$ cat src/rtl/dr_add2.sv
module dr_add2 (
  input  logic       clk,
  input  logic       rst_n,
  input  logic [1:0] a_t,
  input  logic [1:0] a_f,
  input  logic [1:0] b_t,
  input  logic [1:0] b_f,
  input  logic       cin_t,
  input  logic       cin_f,
  output logic [1:0] sum_t,
  output logic [1:0] sum_f,
  output logic       cout_t,
  output logic       cout_f
);

  // C-element inputs: [0] low both-one, [1] low both-zero, [2] high both-one, [3] high both-zero
  logic [3:0] ce_x, ce_y, ce_out, ce_hold;
  logic lo_p, hi_p, lo_any, hi_any, k_t, k_f;

  assign ce_x   = {a_f[1], a_t[1], a_f[0], a_t[0]};
  assign ce_y   = {b_f[1], b_t[1], b_f[0], b_t[0]};
  assign ce_out = (ce_x & ce_y) | (ce_hold & (ce_x | ce_y));

  always_ff @(posedge clk or negedge rst_n)
    if (!rst_n) ce_hold <= '0;
    else        ce_hold <= ce_out;

  assign lo_p   = (a_t[0] & b_f[0]) | (a_f[0] & b_t[0]);
  assign hi_p   = (a_t[1] & b_f[1]) | (a_f[1] & b_t[1]);
  assign lo_any = ce_out[0] | ce_out[1];
  assign hi_any = ce_out[2] | ce_out[3];

  assign sum_t[0] = (lo_any & cin_t) | (lo_p & cin_f);
  assign sum_f[0] = (lo_any & cin_f) | (lo_p & cin_t);

  assign k_t = ce_out[0] | (lo_p & cin_t);
  assign k_f = ce_out[1] | (lo_p & cin_f);

  assign sum_t[1] = (hi_any & k_t) | (hi_p & k_f);
  assign sum_f[1] = (hi_any & k_f) | (hi_p & k_t);

  assign cout_t = ce_out[2] | (hi_p & ce_out[0]) | (hi_p & lo_p & cin_t);
  assign cout_f = ce_out[3] | (hi_p & ce_out[1]) | (hi_p & lo_p & cin_f);

  assert_gen_R3: assert property (@(posedge clk) disable iff (!rst_n)
    (a_t[1] && b_t[1]) |-> (cout_t && !cout_f));
  assert_kill_R4: assert property (@(posedge clk) disable iff (!rst_n)
    (a_f[1] && b_f[1]) |-> (cout_f && !cout_t));
  assert_cin_spacer_R6: assert property (@(posedge clk) disable iff (!rst_n)
    (!cin_t && !cin_f) |-> (sum_t[0] == 1'b0 && sum_f[0] == 1'b0));
  assert_exclusive_R7: assert property (@(posedge clk) disable iff (!rst_n)
    !(sum_t[0] && sum_f[0]) && !(sum_t[1] && sum_f[1]) && !(cout_t && cout_f));
  assert_spacer_R8: assert property (@(posedge clk) disable iff (!rst_n)
    (a_t == 2'b00 && a_f == 2'b00 && b_t == 2'b00 && b_f == 2'b00 && !cin_t && !cin_f)
      |-> (sum_t == 2'b00 && sum_f == 2'b00 && !cout_t && !cout_f));
  assert_valid_R2: assert property (@(posedge clk) disable iff (!rst_n)
    ((a_t ^ a_f) == 2'b11 && (b_t ^ b_f) == 2'b11 && (cin_t ^ cin_f))
      |-> ((sum_t ^ sum_f) == 2'b11 && (cout_t ^ cout_f)));

endmodule

$ cat config.mk
export PLATFORM = sky130hd
export DESIGN_NAME = dr_add2
export DESIGN_NICKNAME = d
export VERILOG_FILES = /design/src/rtl/dr_add2.sv
export SDC_FILE = /design/constraint.sdc
export NUM_CORES = 1
export LEC_CHECK = 0
export CELL_PAD_IN_SITES_DETAIL_PLACEMENT = 1
export CELL_PAD_IN_SITES_GLOBAL_PLACEMENT = 1
export CORE_AREA = 5 5 42 44
export CTS_CLUSTER_SIZE = 28
export DETAILED_ROUTE_END_ITERATION = 10
export DIE_AREA = 0 0 47 49
export DONT_BUFFER_PORTS = 1
export GPL_TIMING_DRIVEN = 0
export HOLD_SLACK_MARGIN = 0.05
export PLACE_DENSITY = 0.42
export SYNTH_ARGS = -nofsm -noshare
export SYNTH_HDL_FRONTEND = slang
export SYNTH_SLANG_ARGS = --single-unit
export TNS_END_PERCENT = 5
$ cat constraint.sdc
create_clock -name clk -period 1.85 [get_ports clk]
set_input_delay 0.37 -clock clk [delete_from_list [all_inputs] [get_ports clk]]
set_output_delay 0.37 -clock clk [all_outputs]
set_load 0.05 [all_outputs]
Yosys cells after proc, flatten, opt, wreduce, memory -nomap -nowiden. Index checks and enable logic that the tools add are counted.

Register bits: 4. Output and inout bits: 6. Word-level logic and storage cells: 36.

Bitwise gates (word level): 35.

Operator list (number): $and A1 B1 Y1 (17); $or A1 B1 Y1 (14); $and A4 B4 Y4 (2); $or A4 B4 Y4 (2).

Depth between registers and ports, before layout. Gate-level depths: netlist of run 1.

Word-level depth: 6. Depth in mapped cells: 3. Gate-level depth less buffers: 3.

Worst setup path after synthesis of run 1. No wires, ideal clock.

Kind: input port to output port. Start point: in cin_t. End point: out sum_t[1]. Arrival: 1.426 ns. Slack: 0.054 ns. Stages on the path: 3. Cell sequence: a21oi_1 o211a_1 o22ai_1.

Longest elaborated chain between the ends: 4.

RTL lines: start, declared (RTL line 8) `input logic cin_t,`; $and A1 B1 Y1 (RTL line 36) `assign k_t = ce_out[0] | (lo_p & cin_t);`; $or A1 B1 Y1 (RTL line 36); $and A1 B1 Y1 (RTL line 39) `assign sum_t[1] = (hi_any & k_t) | (hi_p & k_f);`; $or A1 B1 Y1 (RTL line 39); end, declared (RTL line 10) `output logic [1:0] sum_t,`.

Every way passes these cells.

Worst setup path in the final report of run 1.
Start point: reg ce_hold[0]. End point: out cout_t.

Longest elaborated chain between the ends: 5.

RTL lines: start, declared (RTL line 17) `logic [3:0] ce_x, ce_y, ce_out, ce_hold;`; start signal, assigned (RTL line 26) `else ce_hold <= ce_out;`; $and A4 B4 Y4 (RTL line 22) `assign ce_out = (ce_x & ce_y) | (ce_hold & (ce_x | ce_y));`; $or A4 B4 Y4 (RTL line 22); $and A1 B1 Y1 (RTL line 42) `assign cout_t = ce_out[2] | (hi_p & ce_out[0]) | (hi_p & lo_p & cin_t);`; $or A1 B1 Y1 (2 in a row) (RTL line 42); end, declared (RTL line 12) `output logic cout_t,`.

Every way passes these cells.

==> results of run 1 <==
power by group through the flow:
| stage | logic, mW | registers [mW] | clock network (mW) |
|---|---|---|---|
| floorplan | 0.106 | 0.102 | 0 |
| global placement | 0.114 | 0.103 | 0 |
| detailed placement | 0.115 | 0.103 | 0 |
| CTS | 0.128 | 0.102 | 0.111 |
| global route | 0.148 | 0.103 | 0.116 |
| finish | 0.140 | 0.102 | 0.104 |
layout make-up:
type                    count  area, µm²  area share, %
inverters                   2      7.507          2.055
multi-input cells          26      205.2          56.16
flip-flops and latches      4      100.1          27.40
well taps                  16      20.02          5.479
repair buffers              1      10.01          2.740
clock buffers               3      22.52          6.164
per-layer routing:
metal | wire length, µm | GRT usage, % | vias to the layer above | share of wire [%]
li1 | - | - | 135 | -
met1 | 259 | 9.091 | 126 | 34
met2 | 435 | 11.54 | 7 | 58
met3 | 60 | 1.476 | 0 | 7.9
met4 | 0 | 5.530 | 0 | 0
met5 | 0 | 0 | - | 0
timing repair:
action	CTS	global route
hold buffers	1	0
cloned	0	0
hold endpoints to repair	4	0
gates resized for setup	4	3
endpoints found under the setup margin	4	2
buffers inserted	0	0
how the worst max path moves through the flow:
stage	startpoint	end	slack, ns	depth (start not counted)
floorplan	cin_t	sum_t[1]	0.05	3
global placement	cin_t	sum_t[1]	-0.004	3
detailed placement	cin_t	sum_t[1]	-0.03	3
CTS	ce_hold[3]	sum_f[1]	0.05	3
global route	ce_hold[0]	cout_t	0.004	3
finish	ce_hold[0]	cout_t	0.09	3
cells by family after synthesis:
kind of cell,count (synthesis),synth area share (%)
AO/OA/AOI/OAI,16,40.46
adder cells (fa/ha/maj),2,7.727
buffers and inverters,2,2.728
flip-flops,4,36.37
AND/OR/NAND/NOR,8,12.73
cell usage after synthesis (all sizes together):
cell,instances
inv,2
o21ai,4
nor2,1
nand3,2
dfrtp,4
o21bai,2
o211a,2
a22oi,1
nand4,1
o22ai,2
nand2,4
a21oi,2
maj3,2
a22o,3
worst max-delay path: stages (launching register included):
cell and delay [ns]:
dfrtp_1 0.36, o21ai_0 0.09, o211a_1 0.22, o21bai_2 0.49
==> flow_summary.ini, run 1 <==
[routing]
drcViolationCount = 0
vias = 268
drtPass1Iterations = 3
wl_um = 755
post_drt_wl_per_cell_um = 14.52
drt_iter0_markers = 8
viasPerCell = 5.154
ant_nets = 0

[synth]
synth_area_um2 = 275.3
yosysUniqueCellTypes = 16
synthCells = 32
synth.ff_latch_count = 4
syn_nets = 44
synth_top_cell_area_share_pct = 36.36
avgSynthCellArea_um2 = 8.602
yosysTopAreaCell = dfrtp_1
ys.warnings.count = 0
synth_area_leaders = dfrtp_1, a22o_1, o211a_1
ys_seq_area_share_pct = 36.36

[setup_path]
r2r_end = ce_hold[3]
end_kind = primary output
cp_data_arrival_time_ns = 1.39
cp.required_ns = 1.48
rrSetupSlack_ns = 0.97
critPathMaxFanout = 3
r2r_cells = 1
r2r-start = ce_hold[3]
cp-start-kind = register
worstSetupPathType = register to primary output

[hold_path]
hp-start = a_f[0]
min_to = ce_hold[1]
whs_path_depth = 2
min_path_type = input port to register

[finish]
fin_cells = 52
largest-register = ce_hold
syn2layout_area_growth_pct = 32.73
postLayoutCellArea_um2 = 365.4
final_cell_mix = nand2_1, dfrtp_1, a22o_1, clkbuf_4
top_regs = ce_hold: 4 flops
nets = 50
largest_reg_flops = 4
fillers = 172
drive_above_1_share_pct = 25.00
num_antenna_cells = 0
fin_util_pct = 26.07

[sta]
rsz0062_at_grt = no
finalCritPeriodShare_pct = 95.28
hold_ws_ns = 0.2825
max_freq_mhz = 567.3
worst_pin_slew_ns = 0.7144
finalHoldViolCount = 0
period_needed_ns = 1.763
setup_ws_ns = 0.08734
relSlewSlack_pct = 52.37
skew_ns = 0
finalSetupTns_ns = 0
slew_viol_final = 0
setup_violations = 0

[floorplan]
die_w_um = 47
die-height_um = 49
initial_utilization_pct = 19.64
die-area_mm2 = 0.002303
rows = 14
coreArea_mm2 = 0.001401
io_pins = 18

[cts]
htreeDepth = 1
insertion_delay_ns = 0.23
clock-root-buffer = clkbuf_4
clk_pin_slew_ns = 0.03
cts_sinks = 4
cts_tree = yes
cts_inserted_buffers = 3
cts_buffer_depth = 2

[grt]
grt_max_degree = 8
grt_overflow = 0
antenna_found_initial = 0
grt_pass1_vias = 292
grt_first_pass_wirelength_um = 1235
grt_util_all_layers_pct = 7.627

[run_status]
status = complete, no violations

[placement]
hpwl_um = 647.1
port-buffer-count = 0
place_ws_ns = -0.02565
place.gp.congestion = 0.6386
placed_area_um2 = 295.3
dp.cells = 48

[pwr]
p_comb_share_pct = 40.5
ir_drop_mv = 0.2839
seq_power_share_pct = 29.5
clkPwrFrac_pct = 30.0
p_sw_mw = 0.1382
power.internal_mw = 0.2073
power_density_mw_per_mm2 = 945.7
switching_share_pct = 40.00
p_leak_nw = 0.1518
total_power_mw = 0.3455

[flow_run]
drv_cap = 0
Power figures use the tool's default switching activity.
==> run 2: changes to the inputs <==
PLACE_DENSITY = unset   (was 0.42)
PLACE_DENSITY_LB_ADDON = 0.1   (was unset)
clock period = 2.24 ns   (was 1.85 ns; I/O delays follow)
==> flow_summary.ini, run 2 (same netlist as run 1, synthesis figures left out) <==
[finish]
syn2layout_area_growth_pct = 19.09
top_regs = ce_hold: 4 flops
num_antenna_cells = 0
final_cell_mix = nand2_1, dfrtp_1, a22o_1, clkbuf_4
drive_above_1_share_pct = 11.11
postLayoutCellArea_um2 = 327.8
nets = 50
largest_reg_flops = 4
largest-register = ce_hold
fin_cells = 52
fin_util_pct = 23.39

[grt]
grt_overflow = 0
grt_max_degree = 8
antenna_found_initial = 0
grt_first_pass_wirelength_um = 1214
grt_pass1_vias = 293
grt_util_all_layers_pct = 7.491

[floorplan]
rows = 14
die-height_um = 49
coreArea_mm2 = 0.001401
die_w_um = 47
initial_utilization_pct = 19.64
die-area_mm2 = 0.002303
io_pins = 18

[placement]
place_ws_ns = 0.2248
hpwl_um = 708.3
placed_area_um2 = 295.3
place.gp.congestion = 0.6442
dp.cells = 48
port-buffer-count = 0

[sta]
max_freq_mhz = 469.9
relSlewSlack_pct = 29.54
rsz0062_at_grt = no
finalHoldViolCount = 0
period_needed_ns = 2.128
hold_ws_ns = 0.3638
skew_ns = 0
setup_ws_ns = 0.1118
slew_viol_final = 0
worst_pin_slew_ns = 1.073
finalCritPeriodShare_pct = 95.01
finalSetupTns_ns = 0
setup_violations = 0

[cts]
cts_resized = 0
cts_tree = yes
cts_inserted_buffers = 3
cts_buffer_depth = 2
clock-root-buffer = clkbuf_4
insertion_delay_ns = 0.23
htreeDepth = 1
cts_sinks = 4
clk_pin_slew_ns = 0.03
post_cts_buffers = 0

[setup_path]
r2r_end = ce_hold[3]
worstSetupPathType = register to primary output
end_kind = primary output
critPathMaxFanout = 3
cp-start-kind = register
crit_start = ce_hold[0]
rrSetupSlack_ns = 1.36
cp.required_ns = 1.79
r2r_cells = 1
r2r-start = ce_hold[3]
cp_data_arrival_time_ns = 1.68

[hold_path]
min_to = ce_hold[0]
whs_path_depth = 2
hp-start = a_t[0]
min_path_type = input port to register

[pwr]
power_density_mw_per_mm2 = 817.5
ir_drop_mv = 0.3246
p_leak_nw = 0.1453
total_power_mw = 0.2680

[routing]
drt_iter0_markers = 0
vias = 277
top_layer = met4
viasPerCell = 5.327
ant_nets = 0
drtPass1Iterations = 1
drcViolationCount = 0
met3_length_um = 44
wl_met2_um = 435
post_drt_wl_per_cell_um = 15.69
wl_um = 816
wl_met1_um = 317

[flow_run]
drv_cap = 0

[run_status]
status = complete, no violations
run 2: cell types whose count changed in the layout (fill, tap and decap cells not counted):
cell	delta
nor2_1	+1
o21bai_2	-2
o22ai_4	-2
nor2_2	-1
o21bai_1	+2
o22ai_1	+2
run 2: worst max-delay path, cell delays in order, from the launching register on:
cell and delay [ns]:
dfrtp_1 0.36, o21ai_0 0.10, o211a_1 0.17, o22ai_1 0.82
run 2: timing repair:
action / 4_1_cts / 5_1_grt
hold buffers: 1 / 0
endpoints found under the setup margin: 0 / 0
hold endpoints to repair: 4 / 0
run 2: final cells by class:
type                            count  area [µm²]
Sequential cell                     4       100.1
Inverter                            2       7.507
Fill cell                         176        1074
Tap cell                           16       20.02
Timing Repair Buffer                1       10.01
Clock buffer                        3       22.52
Multi-Input combinational cell     26       167.7
run 2: how the worst max path moves through the flow:
stage                           to  slack, ns
after floorplan           sum_t[1]       0.29
after global placement    sum_t[1]       0.23
after detailed placement  sum_t[1]       0.22
after CTS                 sum_t[1]       0.10
after global routing      sum_t[1]       0.06
final                     sum_t[1]       0.11
run 2: metal layers:
metal / global-route usage [%] / vias to the layer above
li1: - / 133
met1: 8.000 / 134
met2: 11.76 / 8
met3: 1.107 / 2
met4: 6.912 / 0
met5: 0 / -
run 2: report_power, final:
| part | total [mW] | switching, mW | internal [mW] |
|---|---|---|---|
| clock network | 0.0863 | 0.0266 | 0.0597 |
| logic | 0.0976 | 0.0753 | 0.0223 |
| registers | 0.0841 | 0.00392 | 0.0802 |
| total | 0.268 | 0.106 | 0.162 |
==> run 3: changes to the inputs <==
DONT_BUFFER_PORTS = unset   (was 1)
==> flow_summary.ini, run 3 (same netlist as run 1, synthesis figures left out) <==
[setup_path]
cp_data_arrival_time_ns = 1.73
critPathMaxFanout = 3
end_kind = primary output
cp.required_ns = 1.79
worstPathCellList = clkdlybuf4s50_1 > maj3_1 > nor2_1 > o22ai_1 > buf_4
crit_buf_inv = 2
max_stage_delay_ns = 0.43
path_delay_family = buffers and inverters
worstSetupPathType = input port to primary output
crit_slowest_cell = clkdlybuf4s50_1
cp-start-kind = input port

[cts]
cts_hold_buf = 0
clk_pin_slew_ns = 0.04
htreeDepth = 1
cts_sinks = 4
cts_tree = yes
cts_buffer_depth = 2
cts_inserted_buffers = 3
insertion_delay_ns = 0.23
post_cts_buffers = 0
clock-root-buffer = clkbuf_4
cts_resized = 34

[routing]
ant_nets = 0
vias = 345
drtPass1Iterations = 2
met3_length_um = 45
drt_iter0_markers = 2
top_layer = met4
drcViolationCount = 0
wl_um = 932
wl_met1_um = 356
viasPerCell = 5.074
wl_met2_um = 500
post_drt_wl_per_cell_um = 13.71

[grt]
antenna_found_initial = 0
grt_first_pass_wirelength_um = 1545
grt_util_all_layers_pct = 9.117
grt_pass1_vias = 410
grt_overflow = 0
grt_max_degree = 8

[finish]
nets = 66
fillers = 177
largest-register = ce_hold
final_cell_mix = clkdlybuf4s50_1, clkbuf_4, nand2_1, dfrtp_1, a22o_1
mostFrequentLayoutCell = clkdlybuf4s50_1
top_regs = ce_hold: 4 flops
largest_reg_flops = 4
syn2layout_area_growth_pct = 71.36
multiInputGateArea_um2 = 171.4
fin_util_pct = 33.66
drive_above_1_share_pct = 21.15
seqCellArea_um2 = 100.1
num_antenna_cells = 0

[floorplan]
die-height_um = 49
die_w_um = 47
coreArea_mm2 = 0.001401
io_pins = 18
rows = 14
initial_utilization_pct = 19.64
die-area_mm2 = 0.002303

[sta]
relSlewSlack_pct = 77.23
finalHoldViolCount = 0
slew_viol_final = 0
skew_ns = 0
worst_pin_slew_ns = 0.3416
rsz0062_at_grt = yes
max_freq_mhz = 458.9
finalCritPeriodShare_pct = 97.27
setup_violations = 0
period_needed_ns = 2.179

[placement]
place.gp.congestion = 0.7474
port-buffer-count = 17

[pwr]
total_power_mw = 0.3142
p_leak_nw = 0.2231
ir_drop_mv = 0.2743
power_density_mw_per_mm2 = 666.1

[flow_run]
drv_cap = 0

[hold_path]
min_path_type = input port to asynchronous set/reset pin

[run_status]
status = complete, no violations
[run 3: changes by cell type in the layout (fill, tap and decap cells not counted)]
| cell | delta |
|---|---|
| clkdlybuf4s50_1 | +8 |
| buf_2 | +2 |
| buf_4 | +2 |
| clkbuf_4 | +2 |
| dlygate4sd2_1 | +2 |
| dlygate4sd3_1 | -1 |
| dlymetal6s2s_1 | +1 |
| o21ai_1 | -1 |
| o21ai_2 | +1 |
[run 3: stage by stage]
stage               instances  hold slack, ns  worst slack [ns]    TNS, ns  instance area, µm²
floorplan                  32          0.1524            0.2884          0               275.3
global placement           65          0.5116           -0.5514     -3.097               465.4
detailed placement         65          0.5193           -0.5936     -3.325               465.4
CTS                        68          0.4039           0.05293          0               460.4
global route               68          0.4084         -0.002172  -0.002172               471.7
finish                     68          0.4062           0.06106          0               471.7
[run 3: layer usage]
metal,vias up,GRT usage [%]
li1,165,-
met1,166,9.556
met2,11,14.48
met3,3,1.476
met4,0,8.295
met5,-,0
[run 3: area by class of cell]
cell class	count	area share, %
clock buffers	3	4.775
inverters	2	1.592
multi-input cells	26	36.34
flip-flops and latches	4	21.22
well taps	16	4.244
repair buffers	17	31.83
[run 3: path summary, 6_finish.rpt]
path                             from         end  slack, ns  depth (start not counted)
min in group clk           ce_hold[1]  ce_hold[1]       0.52                          2
setup reg to reg           ce_hold[3]  ce_hold[3]       1.34                          1
setup / recovery               b_f[1]    sum_f[1]       0.06                          5
max in group asynchronous       rst_n  ce_hold[0]       1.67                          1
hold / removal                  rst_n  ce_hold[3]       0.41                          1
hold reg to reg            ce_hold[1]  ce_hold[1]       0.52                          2
[run 3: power breakdown]
group          switching (mW)  total [mW]  leakage [nW]  internal (mW)
clock                  0.0299      0.0898        0.0138         0.0600
combinational          0.0889       0.140         0.163         0.0511
sequential            0.00422      0.0844        0.0462         0.0801
total                   0.123       0.314         0.223          0.191
